[config.mk]
export PLATFORM = sky130hd
export DESIGN_NAME = gpio_altfn_port
export DESIGN_NICKNAME = d
export VERILOG_FILES = /design/src/rtl/gpio_port_pkg.sv /design/src/rtl/gpio_sync.sv /design/src/rtl/gpio_regs.sv /design/src/rtl/gpio_pin_mux.sv /design/src/rtl/gpio_altfn_port.sv
export SDC_FILE = /design/constraint.sdc
export NUM_CORES = 1
export LEC_CHECK = 0
export BUFFER_PORTS_ARGS = -buffer_cell sky130_fd_sc_hd__buf_4
export CAP_MARGIN = 20
export CELL_PAD_IN_SITES_DETAIL_PLACEMENT = 2
export CELL_PAD_IN_SITES_GLOBAL_PLACEMENT = 2
export CORE_ASPECT_RATIO = 1.25
export CORE_UTILIZATION = 27
export DETAILED_ROUTE_END_ITERATION = 8
export PLACE_DENSITY_LB_ADDON = 0.1
export SETUP_SLACK_MARGIN = 0.1
export SYNTH_ARGS = -nofsm -noshare
export SYNTH_HDL_FRONTEND = slang
export SYNTH_SLANG_ARGS = --single-unit
[constraint.sdc]
create_clock -name clk_i -period 1 [get_ports clk_i]
set_input_delay 0.05 -clock clk_i [delete_from_list [all_inputs] [get_ports clk_i]]
set_output_delay 0.05 -clock clk_i [all_outputs]
set_load 0.02 [all_outputs]
[src/rtl/gpio_port_pkg.sv]
package gpio_port_pkg;
  localparam int unsigned PIN_W      = 8;
  localparam int unsigned ADDR_W     = 2;
  localparam int unsigned OS_W       = 2;
  localparam int unsigned SYNC_DEPTH = 2;
  localparam int unsigned ADDR_DATA  = 0;
  localparam int unsigned ADDR_DIR   = 1;
  localparam int unsigned PIN_CLK    = 0;
  localparam int unsigned PIN_FRT_OUT = 1;
  localparam int unsigned PIN_CAP_A  = 2;
  localparam int unsigned PIN_CAP_B  = 3;
  localparam int unsigned PIN_TRST   = 3;
  localparam int unsigned PIN_CAP_C  = 4;
  localparam int unsigned PIN_TMR_OUT = 4;

  typedef enum logic [1:0] {
    SEL_NONE = 2'd0,
    SEL_DATA = 2'd1,
    SEL_DIR  = 2'd2
  } reg_sel_e;
endpackage

[src/rtl/gpio_sync.sv]
module gpio_sync #(
  parameter int unsigned W      = 8,
  parameter int unsigned STAGES = 2
) (
  input  logic         clk_i,
  input  logic         rst_ni,
  input  logic [W-1:0] d_i,
  output logic [W-1:0] q_o
);
  logic [W-1:0] stg_q [STAGES];

  always_ff @(posedge clk_i or negedge rst_ni) begin
    if (!rst_ni) begin
      for (int s = 0; s < STAGES; s++) stg_q[s] <= '0;
    end else begin
      stg_q[0] <= d_i;
      for (int s = 1; s < STAGES; s++) stg_q[s] <= stg_q[s-1];
    end
  end

  assign q_o = stg_q[STAGES-1];
endmodule

[src/rtl/gpio_regs.sv]
module gpio_regs
  import gpio_port_pkg::*;
#(
  parameter int unsigned W         = 8,
  parameter int unsigned AW        = 2,
  parameter int unsigned DATA_ADDR = 0,
  parameter int unsigned DIR_ADDR  = 1
) (
  input  logic          clk_i,
  input  logic          rst_ni,
  input  logic [AW-1:0] addr_i,
  input  logic          we_i,
  input  logic [W-1:0]  wdata_i,
  output logic [W-1:0]  data_q_o,
  output logic [W-1:0]  dir_q_o,
  output reg_sel_e      sel_o
);
  localparam logic [AW-1:0] A_DATA = AW'(DATA_ADDR);
  localparam logic [AW-1:0] A_DIR  = AW'(DIR_ADDR);

  logic [W-1:0] data_q, dir_q;

  always_comb begin
    if (addr_i == A_DATA)     sel_o = SEL_DATA;
    else if (addr_i == A_DIR) sel_o = SEL_DIR;
    else                      sel_o = SEL_NONE;
  end

  always_ff @(posedge clk_i or negedge rst_ni) begin
    if (!rst_ni) begin
      data_q <= '0;
      dir_q  <= '0;
    end else if (we_i) begin
      if (sel_o == SEL_DATA) data_q <= wdata_i;
      if (sel_o == SEL_DIR)  dir_q  <= wdata_i;
    end
  end

  assign data_q_o = data_q;
  assign dir_q_o  = dir_q;
endmodule

[src/rtl/gpio_pin_mux.sv]
module gpio_pin_mux #(
  parameter int unsigned W       = 8,
  parameter int unsigned OSW     = 2,
  parameter int unsigned FRT_PIN = 1,
  parameter int unsigned TMR_PIN = 4
) (
  input  logic [W-1:0]   data_i,
  input  logic [W-1:0]   dir_i,
  input  logic [W-1:0]   sync_i,
  input  logic           frt_cmp_i,
  input  logic           frt_oe_i,
  input  logic           tmr_cmp_i,
  input  logic [OSW-1:0] tmr_os_i,
  output logic [W-1:0]   pad_out_o,
  output logic [W-1:0]   pad_oe_o,
  output logic [W-1:0]   eff_o
);
  logic [W-1:0] ovr, alt;
  logic         tmr_take;

  assign tmr_take = |tmr_os_i;

  for (genvar i = 0; i < W; i++) begin : g_pin
    if (i == FRT_PIN) begin : g_frt
      assign ovr[i] = frt_oe_i;
      assign alt[i] = frt_cmp_i;
    end else if (i == TMR_PIN) begin : g_tmr
      assign ovr[i] = tmr_take;
      assign alt[i] = tmr_cmp_i;
    end else begin : g_plain
      assign ovr[i] = 1'b0;
      assign alt[i] = 1'b0;
    end
    assign pad_oe_o[i]  = ovr[i] | dir_i[i];
    assign pad_out_o[i] = ovr[i] ? alt[i] : data_i[i];
    // latch for outputs, pad for inputs
    assign eff_o[i]     = dir_i[i] ? data_i[i] : sync_i[i];
  end
endmodule

[src/rtl/gpio_altfn_port.sv]
module gpio_altfn_port
  import gpio_port_pkg::*;
#(
  parameter int unsigned N_PINS  = PIN_W,
  parameter int unsigned AW      = ADDR_W,
  parameter int unsigned OSW     = OS_W,
  parameter int unsigned SYNC_N  = SYNC_DEPTH,
  parameter int unsigned CLK_PIN = PIN_CLK,
  parameter int unsigned FRT_PIN = PIN_FRT_OUT,
  parameter int unsigned TMR_PIN = PIN_TMR_OUT,
  parameter int unsigned RST_PIN = PIN_TRST,
  parameter int unsigned CA_PIN  = PIN_CAP_A,
  parameter int unsigned CB_PIN  = PIN_CAP_B,
  parameter int unsigned CC_PIN  = PIN_CAP_C
) (
  input  logic              clk_i,
  input  logic              rst_ni,
  input  logic [AW-1:0]     addr_i,
  input  logic              we_i,
  input  logic [N_PINS-1:0] wdata_i,
  output logic [N_PINS-1:0] rdata_o,
  input  logic [N_PINS-1:0] pad_in_i,
  output logic [N_PINS-1:0] pad_out_o,
  output logic [N_PINS-1:0] pad_oe_o,
  output logic              frt_clk_o,
  output logic              tmr_clk_o,
  output logic              tmr_rst_o,
  output logic              cap_a_o,
  output logic              cap_b_o,
  output logic              cap_c_o,
  input  logic              frt_cmp_i,
  input  logic              frt_oe_i,
  input  logic              tmr_cmp_i,
  input  logic [OSW-1:0]    tmr_os_i
);
  logic [N_PINS-1:0] sync_q, data_q, dir_q, eff;
  reg_sel_e          sel;

  gpio_sync #(.W(N_PINS), .STAGES(SYNC_N)) u_sync (
    .clk_i (clk_i),
    .rst_ni(rst_ni),
    .d_i   (pad_in_i),
    .q_o   (sync_q)
  );

  gpio_regs #(
    .W(N_PINS), .AW(AW), .DATA_ADDR(ADDR_DATA), .DIR_ADDR(ADDR_DIR)
  ) u_regs (
    .clk_i   (clk_i),
    .rst_ni  (rst_ni),
    .addr_i  (addr_i),
    .we_i    (we_i),
    .wdata_i (wdata_i),
    .data_q_o(data_q),
    .dir_q_o (dir_q),
    .sel_o   (sel)
  );

  gpio_pin_mux #(
    .W(N_PINS), .OSW(OSW), .FRT_PIN(FRT_PIN), .TMR_PIN(TMR_PIN)
  ) u_mux (
    .data_i   (data_q),
    .dir_i    (dir_q),
    .sync_i   (sync_q),
    .frt_cmp_i(frt_cmp_i),
    .frt_oe_i (frt_oe_i),
    .tmr_cmp_i(tmr_cmp_i),
    .tmr_os_i (tmr_os_i),
    .pad_out_o(pad_out_o),
    .pad_oe_o (pad_oe_o),
    .eff_o    (eff)
  );

  always_comb begin
    unique case (sel)
      SEL_DATA: rdata_o = eff;
      SEL_DIR:  rdata_o = dir_q;
      default:  rdata_o = '0;
    endcase
  end

  // timer clock/reset see latch when the pin is an output
  assign frt_clk_o = eff[CLK_PIN];
  assign tmr_clk_o = eff[CLK_PIN];
  assign tmr_rst_o = eff[RST_PIN];
  // capture inputs always see the pad
  assign cap_a_o   = sync_q[CA_PIN];
  assign cap_b_o   = sync_q[CB_PIN];
  assign cap_c_o   = sync_q[CC_PIN];
endmodule

==> flow_metrics.py <==
metrics = {
    "run_status": {
        "status": "finished with violations",
        "violations": "negative setup slack",
    },
    "setup_path": {
        "cp.required_ns": 0.95,
        "cp_max_fo": 2,
        "r2r_slack_ns": 0.09,
        "critical_path_class": "reg -> out",
        "endpoint_kind": "primary output",
        "cp-start-kind": "register",
        "crit_arrival_ns": 1.36,
    },
    "final_layout": {
        "final_layout_size_suffix_gt1_share_pct": 72.0,
        "fin_util_pct": 51.5,
        "syn_to_final_growth_pct": 82.5,
        "layout.cells.non_filler": 242,
        "layout_commonest_cell": "buf_6",
        "final_nets": 207,
        "antennaDiodeCount": 0,
        "final_cell_mix": "buf_6 (44), buf_4 (37), dfrtp_1 (30)",
    },
    "global_routing": {
        "grt_start_max_net_pins": 33,
        "grt_pass1_vias": 1220,
        "grt_overflow_total": 0,
        "antenna_found_initial": 0,
        "track_usage_pct": 16.6,
        "grt_pass1_wl_mm": 6.31,
    },
    "clock_tree": {
        "clock_path_buffers": 2,
        "cts_max_level": 2,
        "cts_tree": "built",
        "numCtsBuffers": 5,
        "cts.sink_count": 32,
        "cts-root-buf": "clkbuf_8",
        "clk_latency_ns": 0.28,
        "path_clk_slew_ns": 0.07,
    },
    "floorplan": {
        "io-pin-count": 56,
        "std_cell_rows": 28,
        "dieHeight_um": 80.9,
        "die_width_um": 65.1,
        "initial_core_util_pct": 28.2,
        "dieArea_um2": 5260,
        "core_area_um2": 4760,
    },
    "timing": {
        "slew_headroom_pct": 69.6,
        "layout_setup_ws_ns": -0.414,
        "clock.fmax_mhz": 707,
        "finalSetupViolCount": 19,
        "finClkSkew_ns": 0.000572,
        "slew_viol_final": 0,
        "finalHoldViolCount": 0,
        "finalCritPeriodShare_pct": 141,
        "rsz0062_at_grt": "yes",
        "worst_pin_slew_ns": 0.451,
        "min_period_ns": 1.41,
        "setup_tns_ns": -5.14,
        "hold-worst-slack_ns": 0.0102,
    },
    "yosys": {
        "post-synth-top-area-fraction_pct": 59.6,
        "syn_avg_cell_area_um2": 13.9,
        "synthTopCellsByArea": "dfrtp_1 (60%), mux2_2 (17%), buf_4 (7.8%), or3b_2 (3.9%), a21oi_1 (3.0%)",
        "syn_inst": 97,
        "yosysUniqueCellTypes": 14,
        "synth_area_leader_cell": "dfrtp_1",
        "syn_area_um2": 1340,
        "syn-num-nets": 123,
        "yosysWarningCount": 0,
        "ys_ff_latch": 32,
        "seq_area_frac_synth_pct": 59.6,
    },
    "placed_design": {
        "dp_hpwl_mm": 2.82,
        "gp_congestion": 0.653,
        "port_buffers": 55,
        "dpl.cell_count": 216,
    },
    "routing": {
        "wl_mm": 4.10,
        "wire_per_inst_um": 16.9,
        "drtIter0Drc": 24,
        "vias": 1071,
        "drc": 0,
        "ant_nets": 0,
        "avgViaCountPerCell": 4.43,
        "first_pass_iters": 4,
    },
    "power": {
        "p_int_uw": 2950,
        "vdd_ir_drop_max_mv": 1.02,
        "p_total_uw": 4200,
        "switching_share_pct": 29.8,
        "power_leakage_uw": 0.00113,
        "p_comb_share_pct": 38.6,
        "p_seq_share_pct": 37.4,
        "power_switching_uw": 1250,
        "p_clk_share_pct": 24.0,
        "power.density_nw_per_um2": 1710,
    },
    "hold_path": {
        "hold_path_class": "in -> reg",
    },
    "run": {
        "max-cap-violations": 0,
    },
}
cell type report:
| cell class | instances | area [µm²] |
|---|---|---|
| fill | 479 | 2310 |
| timing repair buffer | 93 | 893 |
| sequential | 32 | 803 |
| multi-input combinational | 49 | 588 |
| clock buffer | 6 | 82.6 |
| tap | 60 | 75.1 |
| clock inverter | 2 | 10.0 |
state kept, by name (all words and copies together) (netlist names):
register and cells:
u_regs.dir_q_o 8, u_regs.data_q_o 8, u_sync.stg_q 8, u_sync.q_o 8
cells by family after synthesis:
family	share of synthesized area, %
buffers and inverters	9.03
flip-flops	59.6
AND/OR/NAND/NOR	8.66
AO/OA/AOI/OAI	5.96
multiplexers	16.8
routing by layer:
| layer | part of all wire (%) | global-route usage (%) | vias up | routed length, µm |
|---|---|---|---|---|
| li1 | - | - | 491 | - |
| met1 | 36 | 16.9 | 543 | 1480 |
| met2 | 58 | 31.9 | 33 | 2390 |
| met3 | 4.3 | 4.63 | 4 | 178 |
| met4 | 1.0 | 5.87 | 0 | 42 |
| met5 | 0 | 0 | - | 0 |
critical path, stage by stage (launching register included):
cell and delay [ns]:
dfrtp_1 0.39, or3b_4 0.42, a21oi_4 0.14, buf_6 0.13
worst paths after layout:
path / cells after the start / from / end
worst max-delay path: 3 / u_regs.dir_q_o[0] / rdata_o[0]
worst min-delay path: 2 / wdata_i[7] / u_regs.dir_q_o[7]
worst max register to register: 2 / u_regs.dir_q_o[0] / u_regs.dir_q_o[0]
worst min register to register: 0 / u_sync.stg_q[11] / u_sync.q_o[3]
max in group asynchronous: 2 / rst_ni / u_sync.q_o[3]
min in group asynchronous: 2 / rst_ni / u_sync.stg_q[12]
Yosys cell counts:
master / count
or3_1: 1
a21oi_1: 8
mux2_2: 20
clkbuf_2: 1
nand3b_2: 1
nor3b_4: 1
buf_4: 14
or2_2: 1
or3b_1: 2
or3b_2: 6
buf_6: 1
nor2_1: 1
o21ai_0: 8
dfrtp_1: 32
through the flow:
stage	cell area (µm²)	setup slack (ns)
after detailed placement	2000	-0.139
after global placement	2000	-0.114
after CTS	2390	-0.431
final	2450	-0.414
after floorplan	1510	-0.101
after global routing	2450	-0.454
power by group through the flow:
stage	Clock [µW]	Sequential (µW)	Combinational [µW]
detailed placement	0	1570	1270
global route	1110	1590	1720
CTS	1050	1560	1540
finish	1010	1570	1620
floorplan	0	1570	803
global placement	0	1550	1230
what timing repair did:
action / CTS / global route
cloned: 0 / 0
endpoints found under the setup margin: 32 / 38
resized for setup: 44 / 13
hold endpoints to repair: 43 / 0
hold buffers: 12 / 0
buffers inserted: 3 / 7
pin swaps: 12 / 2
(Power assumes the default switching activity.)
